### src/rtl/wdsup_pkg.sv
// Package: shared timing arithmetic for the watchdog supervisor.
// Assumes every delay is an integer count of system clocks derived from a
// single timing unit.
package wdsup_pkg;

    // Power-on delay in clocks: 47.5 timing units.
    function automatic int por_cycles(input int unit_cyc);
        return (unit_cyc * 95) / 2;
    endfunction

    // Watchdog timeout in clocks: 13 timing units.
    function automatic int wd_cycles(input int unit_cyc);
        return unit_cyc * 13;
    endfunction

endpackage

### src/rtl/wdsup_sync.sv
// Module: two-flop synchroniser for a bundle of asynchronous single-bit inputs.
// Assumes each bit is independent; no bus coherence is implied.
module wdsup_sync #(
    parameter int W = 2
) (
    input  logic         clk,
    input  logic         rst_n,
    input  logic [W-1:0] d_in,
    output logic [W-1:0] d_out
);
    generate
        for (genvar i = 0; i < W; i++) begin : g_bit
            logic meta_q;
            logic stab_q;
            // Two register stages per bit to settle metastability.
            always_ff @(posedge clk) begin
                if (!rst_n) begin
                    meta_q <= 1'b0;
                    stab_q <= 1'b0;
                end else begin
                    meta_q <= d_in[i];
                    stab_q <= meta_q;
                end
            end
            assign d_out[i] = stab_q;
        end
    endgenerate
endmodule

### src/rtl/wdsup_wdmon.sv
// Module: watchdog interval monitor. Detects falling edges of the
// synchronised strobe and times the gap between them.
// Assumes `arm` is low during any power-on delay; while disarmed the watchdog
// is reported valid and the timer is held at zero (start-up grace window).
module wdsup_wdmon #(
    parameter int TMO_CYC = 13
) (
    input  logic clk,
    input  logic rst_n,
    input  logic strobe_s,
    input  logic arm,
    output logic wd_ok
);
    localparam int TW = $clog2(TMO_CYC + 1);
    localparam logic [TW-1:0] T_LAST = TW'(TMO_CYC - 1);

    logic          prev_q;
    logic          fall;
    logic [TW-1:0] tmr_q;

    // Remember last strobe level for edge detection.
    always_ff @(posedge clk) begin
        if (!rst_n) prev_q <= 1'b0;
        else        prev_q <= strobe_s;
    end

    assign fall = prev_q & ~strobe_s;

    // Interval timer: restart on each falling edge, expire after the timeout.
    always_ff @(posedge clk) begin
        if (!rst_n || !arm) begin
            tmr_q <= '0;
            wd_ok <= 1'b1;
        end else if (fall) begin
            tmr_q <= '0;
            wd_ok <= 1'b1;
        end else if (tmr_q == T_LAST) begin
            wd_ok <= 1'b0;
        end else begin
            tmr_q <= tmr_q + 1'b1;
        end
    end
endmodule

### src/rtl/wdsup_uvfilt.sv
// Module: undervoltage qualification filter. Reports a fault only after the
// raw flag has been high for FILT_CYC consecutive clocks.
// Assumes the flag is already synchronous to clk.
module wdsup_uvfilt #(
    parameter int FILT_CYC = 2
) (
    input  logic clk,
    input  logic rst_n,
    input  logic uv_raw,
    output logic uv_q
);
    localparam int CW = $clog2(FILT_CYC + 1);
    localparam logic [CW-1:0] C_FULL = CW'(FILT_CYC);

    logic [CW-1:0] cnt_q;

    // Count consecutive undervoltage clocks, saturating at the limit.
    always_ff @(posedge clk) begin
        if (!rst_n || !uv_raw) cnt_q <= '0;
        else if (cnt_q != C_FULL) cnt_q <= cnt_q + 1'b1;
    end

    assign uv_q = (cnt_q == C_FULL);
endmodule

### src/rtl/wdsup_rstgen.sv
// Module: processor reset generator. Runs the power-on delay and, once it has
// elapsed, produces a square pulse train while the watchdog is invalid.
// Assumes `hold` gathers every condition that forces reset and restarts the delay.
module wdsup_rstgen #(
    parameter int POR_CYC   = 47,
    parameter int PULSE_CYC = 1
) (
    input  logic clk,
    input  logic rst_n,
    input  logic hold,
    input  logic wd_ok,
    output logic por_done,
    output logic cpu_rst_n
);
    localparam int PW = $clog2(POR_CYC + 1);
    localparam int QW = (PULSE_CYC > 1) ? $clog2(PULSE_CYC) : 1;
    localparam logic [PW-1:0] P_FULL = PW'(POR_CYC);
    localparam logic [QW-1:0] Q_LAST = QW'(PULSE_CYC - 1);

    logic [PW-1:0] por_q;
    logic [QW-1:0] ph_cnt_q;
    logic          ph_hi_q;
    logic          train;

    assign por_done = (por_q == P_FULL);
    assign train    = por_done & ~wd_ok & ~hold;

    // Power-on delay counter, cleared by any hold cause.
    always_ff @(posedge clk) begin
        if (!rst_n || hold)       por_q <= '0;
        else if (por_q != P_FULL) por_q <= por_q + 1'b1;
    end

    // Pulse-train phase timer: low phase first, each phase PULSE_CYC clocks.
    always_ff @(posedge clk) begin
        if (!rst_n || !train) begin
            ph_cnt_q <= '0;
            ph_hi_q  <= 1'b0;
        end else if (ph_cnt_q == Q_LAST) begin
            ph_cnt_q <= '0;
            ph_hi_q  <= ~ph_hi_q;
        end else begin
            ph_cnt_q <= ph_cnt_q + 1'b1;
        end
    end

    // Registered reset output.
    always_ff @(posedge clk) begin
        if (!rst_n) cpu_rst_n <= 1'b0;
        else        cpu_rst_n <= ~hold & por_done & (wd_ok | (train & ph_hi_q));
    end
endmodule

### src/rtl/wdog_supervisor.sv
// Module: top of the watchdog reset and sleep supervisor. Synchronises the
// strobe and enable request, combines watchdog, undervoltage and power-good
// state into the processor reset, and owns the sleep decision for the regulator.
// Assumes uv_flag and pwr_good are already synchronous to clk.
module wdog_supervisor
    import wdsup_pkg::*;
#(
    parameter int UNIT_CYC    = 1000,
    parameter int UV_FILT_CYC = 2000
) (
    input  logic clk,
    input  logic rst_n,
    input  logic wd_strobe,
    input  logic en_req,
    input  logic uv_flag,
    input  logic pwr_good,
    output logic reg_en,
    output logic cpu_rst_n
);
    localparam int POR_CYC = por_cycles(UNIT_CYC);
    localparam int TMO_CYC = wd_cycles(UNIT_CYC);

    logic [1:0] async_in;
    logic [1:0] sync_out;
    logic       strobe_s;
    logic       en_s;
    logic       wd_ok;
    logic       uv_q;
    logic       por_done;
    logic       sleep_q;
    logic       hold;

    assign async_in = {en_req, wd_strobe};
    assign strobe_s = sync_out[0];
    assign en_s     = sync_out[1];

    wdsup_sync #(.W(2)) u_sync (
        .clk   (clk),
        .rst_n (rst_n),
        .d_in  (async_in),
        .d_out (sync_out)
    );

    wdsup_wdmon #(.TMO_CYC(TMO_CYC)) u_wdmon (
        .clk      (clk),
        .rst_n    (rst_n),
        .strobe_s (strobe_s),
        .arm      (por_done),
        .wd_ok    (wd_ok)
    );

    wdsup_uvfilt #(.FILT_CYC(UV_FILT_CYC)) u_uvfilt (
        .clk    (clk),
        .rst_n  (rst_n),
        .uv_raw (uv_flag),
        .uv_q   (uv_q)
    );

    assign hold = ~pwr_good | uv_q | sleep_q;

    wdsup_rstgen #(.POR_CYC(POR_CYC), .PULSE_CYC(UNIT_CYC)) u_rstgen (
        .clk       (clk),
        .rst_n     (rst_n),
        .hold      (hold),
        .wd_ok     (wd_ok),
        .por_done  (por_done),
        .cpu_rst_n (cpu_rst_n)
    );

    // Sleep state: enter on enable low with a starved watchdog, leave on enable high.
    always_ff @(posedge clk) begin
        if (!rst_n)                      sleep_q <= 1'b0;
        else if (sleep_q && en_s)        sleep_q <= 1'b0;
        else if (!sleep_q && !en_s && !wd_ok) sleep_q <= 1'b1;
    end

    assign reg_en = ~sleep_q;
endmodule

### config.mk
export PLATFORM = sky130hd
export DESIGN_NAME = wdog_supervisor
export DESIGN_NICKNAME = d
export VERILOG_FILES = /design/src/rtl/wdsup_pkg.sv /design/src/rtl/wdsup_sync.sv /design/src/rtl/wdsup_wdmon.sv /design/src/rtl/wdsup_uvfilt.sv /design/src/rtl/wdsup_rstgen.sv /design/src/rtl/wdog_supervisor.sv
export SDC_FILE = /design/constraint.sdc
export NUM_CORES = 1
export LEC_CHECK = 0
export CAP_MARGIN = 20
export CORE_MARGIN = 1.5
export CORE_UTILIZATION = 60
export CTS_BUF_LIST = sky130_fd_sc_hd__clkbuf_16
export DETAILED_ROUTE_END_ITERATION = 8
export PLACE_DENSITY = 0.88
export SLEW_MARGIN = 20
export SYNTH_ARGS = -nofsm -noshare
export SYNTH_HDL_FRONTEND = slang
export SYNTH_SLANG_ARGS = --single-unit
export TNS_END_PERCENT = 100
### constraint.sdc
create_clock -name clk -period 5.19 [get_ports clk]
set_input_delay 0.519 -clock clk [delete_from_list [all_inputs] [get_ports clk]]
set_output_delay 0.519 -clock clk [all_outputs]
set_load 0.02 [all_outputs]
=== Word-level counts from Yosys, hierarchy flattened ===
Cells that the tools add are included.

* Flip-flop bits (word level): 60
* Output and inout bits: 2

* $add $sub $neg: 4
* Equal/unequal tests: 6
* Bitwise operators: 16
* Reductions and logical operators: 17

{| class="wikitable"
|+ Operator list
! kind !! count
|-
| 16-bit by 1-bit adder with 16-bit output (second input constant) || 1
|-
| 16-bit equality test (second input constant) || 1
|-
| 16-bit inequality test (second input constant) || 1
|-
| 14-bit by 1-bit adder with 14-bit output (second input constant) || 1
|-
| 14-bit equality test (second input constant) || 1
|-
| 11-bit by 1-bit adder with 11-bit output (second input constant) || 1
|-
| 11-bit equality test (second input constant) || 1
|-
| 11-bit inequality test (second input constant) || 1
|-
| 10-bit by 1-bit adder with 10-bit output (second input constant) || 1
|-
| 10-bit equality test (second input constant) || 1
|-
| 1-bit zero test || 7
|-
| 1-bit inverter || 7
|-
| 1-bit bitwise AND || 6
|-
| 2-bit OR reduction || 3
|-
| 1-bit logical OR || 4
|-
| 1-bit logical AND || 3
|-
| 1-bit bitwise OR || 3
|}

=== Depth between registers and ports, before layout ===
* Depth in word-level cells: 8
* Mapped depth: 7
* Gate-level depth less buffers: 6

=== Cells and area by module ===
Synthesis repeated with hierarchy kept, for this count alone.

* Cell total of the unflattened synthesis: 305
* Area, all modules: 2777.7 um^2

{| class="wikitable"
|+ Modules (own cells, without submodules)
! module !! times used !! cells an instance !! area an instance (um^2)
|-
| wdsup_rstgen || 1 || 149 || 1288.7
|-
| wdsup_wdmon || 1 || 78 || 764.5
|-
| wdsup_uvfilt || 1 || 62 || 556.8
|-
| wdsup_sync || 1 || 10 || 120.1
|-
| wdog_supervisor || 1 || 6 || 47.5
|}

=== Least setup slack after synthesis ===
Ideal clock, no wire load.

* Kind: register -> register
* Start point: register u_rstgen.por_q[9]
* End point: register u_rstgen.ph_cnt_q[3]
* Setup time: 0.062 ns
* Arrival time: 2.045 ns
* Setup slack: 3.082 ns
* Stages on the path, launching flop included: 6
* Cell sequence: dfxtp_1 > or4b_4 > nor4_4 > or4b_1 > buf_6 > nor2_2

* Cells in the longest elaborated chain, start to end: 6

{| class="wikitable"
|+ RTL lines
! element !! line !! text
|-
| start: declaration || wdsup_rstgen.sv:20 || <nowiki>logic [PW-1:0] por_q;</nowiki>
|-
| start signal: assignment || wdsup_rstgen.sv:31 || <nowiki>else if (por_q != P_FULL) por_q <= por_q + 1'b1;</nowiki>
|-
| 16-bit equality test || wdsup_rstgen.sv:25 || <nowiki>assign por_done = (por_q == P_FULL);</nowiki>
|-
| 1-bit bitwise AND (2 in series) || wdsup_rstgen.sv:26 || <nowiki>assign train = por_done & ~wd_ok & ~hold;</nowiki>
|-
| 1-bit zero test || wdsup_rstgen.sv:36 || <nowiki>if (!rst_n || !train) begin</nowiki>
|-
| 1-bit logical OR || wdsup_rstgen.sv:36 ||
|-
| 2-bit OR reduction (no line) || -- ||
|-
| end signal: assignment || wdsup_rstgen.sv:43 || <nowiki>ph_cnt_q <= ph_cnt_q + 1'b1;</nowiki>
|-
| end: declaration || wdsup_rstgen.sv:21 || <nowiki>logic [QW-1:0] ph_cnt_q;</nowiki>
|}

No other way between the ends.
A chain may end at the register's enable or synchronous reset.

=== Worst setup path in the final report ===
* Start point: register u_rstgen.por_q[9]
* End point: register u_rstgen.ph_cnt_q[9]

Same word-level chain as after synthesis.

==> out/results.tsv <==
metric	value	unit
syn_area	2620	sq um
clockBufferDepth	2	
worstMarginPinSlew	0.637	ns
p_leak	1.01	nW
clk_latency	0.33	ns
path_clk_slew	0.05	ns
drv_cap	0	
clock_sinks	60	
final_common_cell	dfxtp_1	
num_antenna_cells	0	
cp-start-kind	flop	
first_pass_iters	4	
route.detailed.drc	0	
hold_viol	0	
drv_slew	0	
numCtsBuffers	9	
htreeDepth	3	
synthToLayoutAreaGrowth	13.4	%
r2r_slack	2.72	ns
cts_resized	0	
fill_cells	311	
ys_ff_latch	60	
multi_input_area	1360	sq um
drt_iter0_markers	93	
ys_async_sr_fraction	0	%
setup_viol	0	
met2_usage	34.4	%
vias_per_cell	5.81	
grt_max_degree	17	
ant_nets	0	
cp_max_fo	10	
fin_crit_sh	47.6	%
yosys_warnings	0	
min_path_type	reg -> reg	
required	5.45	ns
powerDensity	331	nW/um^2
fmaxAchievable	404	MHz
end_kind	flop	
ir_drop	251	uV
syn_avg_cell_area	9.05	sq um
synth_ff_type	dfxtp_1	
synth_cells	290	
start_util	63.8	%
rsz0062_at_grt	false	
synth_nets	302	
utilization	72.3	%
clockRootBuffer	clkbuf_16	
use_met3	4.68	%
cp.arrival	2.74	ns
totalWireLength	4.91	mm
top_usage_layer	met2	
grt_use_total	22.0	%
grt_overflow	0	
rr_worst_depth	4	
finalPower	0.000984	W
cts_tree	built	
ff_latch_area	1200	sq um
drive_gt1_share	7.52	%
port_buffers	7	
grt_pass1_vias	1894	
worst-setup-path-type	reg -> reg	
grt_first_pass_wirelength	8.35	mm
wl_per_cell	13.8	um
max-slew-margin-rel	57.4	%
gr-usage-met1	27.0	%
mostFrequentLayoutCells	dfxtp_1, nor2_1, nand2_1, xor2_1, xnor2_1	
dieArea	4780	sq um
row_count	23	
yosysSeqAreaShare	45.8	%
hpwlAfterDp	3.20	mm
critPathCapture	u_rstgen.ph_cnt_q[9]$_SDFF_PP0_	
status	finished, final reports clean	
fin_setup_tns	0	ns
vias	2069	
ioPinCount	8	
reg2reg_to	u_rstgen.ph_cnt_q[9]$_SDFF_PP0_	
postCtsSetupRepairBufs	0	
ys_types	38	
synth_edf_count	0	
ctsHoldBuffers	0	
fp.dieW	69.1	um
antenna_found_initial	0	
fin_crit	2.47	ns
timing.rr.start	u_rstgen.por_q[9]$_SDFFE_PP0P_	
critPathLaunch	u_rstgen.por_q[9]$_SDFFE_PP0P_	
coreArea	4120	sq um
dieHeight	69.1	um
num-nets-final	313	
skew	0.00824	ns
gp_congestion	0.814	
critical path, stage by stage (launching register included):
cell and delay, ns:
dfxtp_1 0.35, or4b_4 0.56, nor4_4 0.53, or4b_1 0.77, nor2_2 0.20
synthesized netlist by cell type, types with 3 or more instances:
cell	n	area (sq um)
and2_1	6	37.5
or4_1	3	22.5
xor2_1	19	166
or3_1	3	18.8
nand4_1	15	93.8
ha_1	6	75.1
and3_1	6	37.5
xnor2_1	17	149
nor3_1	10	50.1
o21ai_0	5	25.0
and4_1	8	70.1
inv_1	9	33.8
nand3_1	15	75.1
nor2_1	39	146
nor2_2	10	62.6
clkbuf_1	6	22.5
dfxtp_1	60	1200
a21oi_1	9	45.0
nand2_1	19	71.3
state kept, by name, indices dropped and copies added (netlist names):
name                 count
u_wdmon.wd_ok            1
u_sync.g_bit.meta_q      2
sleep_q                  1
u_wdmon.tmr_q           14
u_sync.g_bit.stab_q      2
u_uvfilt.cnt_q          11
u_rstgen.cpu_rst_n       1
u_rstgen.ph_cnt_q       10
u_rstgen.por_q          16
u_rstgen.ph_hi_q         1
u_wdmon.prev_q           1
per-layer routing:
metal | wire, um | vias to the layer above
li1 | - | 1033
met4 | 159 | 0
met3 | 155 | 15
met1 | 2320 | 984
met5 | 0 | -
met2 | 2280 | 37
stage by stage:
stage	std cells	setup slack, ns	instance area [sq um]	hold slack (ns)
floorplan	290	3.08	2620	0.374
global placement	340	2.80	2720	0.381
detailed placement	340	2.73	2720	0.385
CTS	356	2.71	2980	0.392
global route	356	2.60	2980	0.411
finish	356	2.72	2980	0.392
logic make-up (layout without fill, tap and decap cells):
kind of cell	count (synthesis)	in the layout	share of synthesized area [%]
and+or+nand+nor	152	152	32.2
buffers and inverters	16	32	2.57
adders and majority gates	6	6	2.86
DFF	60	60	45.8
AOI/OAI and AO/OA	18	18	3.77
xor gates and xnor gates	36	36	12.0
muxes	2	2	0.763
how the worst min path moves through the flow:
stage / start / end / slack [ns] / cells past startpoint
2_1_floorplan: u_sync.g_bit[1].stab_q$_SDFF_PN0_ / sleep_q$_SDFFE_PP0P_ / 0.37 / 1
3_3_place_gp: u_sync.g_bit[1].stab_q$_SDFF_PN0_ / sleep_q$_SDFFE_PP0P_ / 0.38 / 1
3_5_place_dp: u_sync.g_bit[1].stab_q$_SDFF_PN0_ / sleep_q$_SDFFE_PP0P_ / 0.39 / 1
4_1_cts: u_sync.g_bit[1].stab_q$_SDFF_PN0_ / sleep_q$_SDFFE_PP0P_ / 0.39 / 1
5_1_grt: u_sync.g_bit[1].stab_q$_SDFF_PN0_ / sleep_q$_SDFFE_PP0P_ / 0.41 / 1
6_report: u_sync.g_bit[1].stab_q$_SDFF_PN0_ / sleep_q$_SDFFE_PP0P_ / 0.39 / 1
report_power, final:
part           internal [W]  switching (W)  leakage (nW)   total, W
clock              0.000310       0.000191         0.136   0.000501
combinational    0.00000711     0.00000871         0.393  0.0000158
sequential         0.000465     0.00000237         0.485   0.000467
total              0.000782       0.000202          1.01   0.000984
layout make-up:
| class | count | area share [%] |
|---|---|---|
| multi-input cells | 214 | 45.5 |
| flip-flops and latches | 60 | 40.4 |
| clock buffers | 9 | 7.57 |
| repair buffers | 7 | 2.35 |
| well taps | 50 | 2.10 |
| inverters | 9 | 1.14 |
| clock inverters | 7 | 0.925 |
No activity file was read; power rests on OpenSTA's default activity.
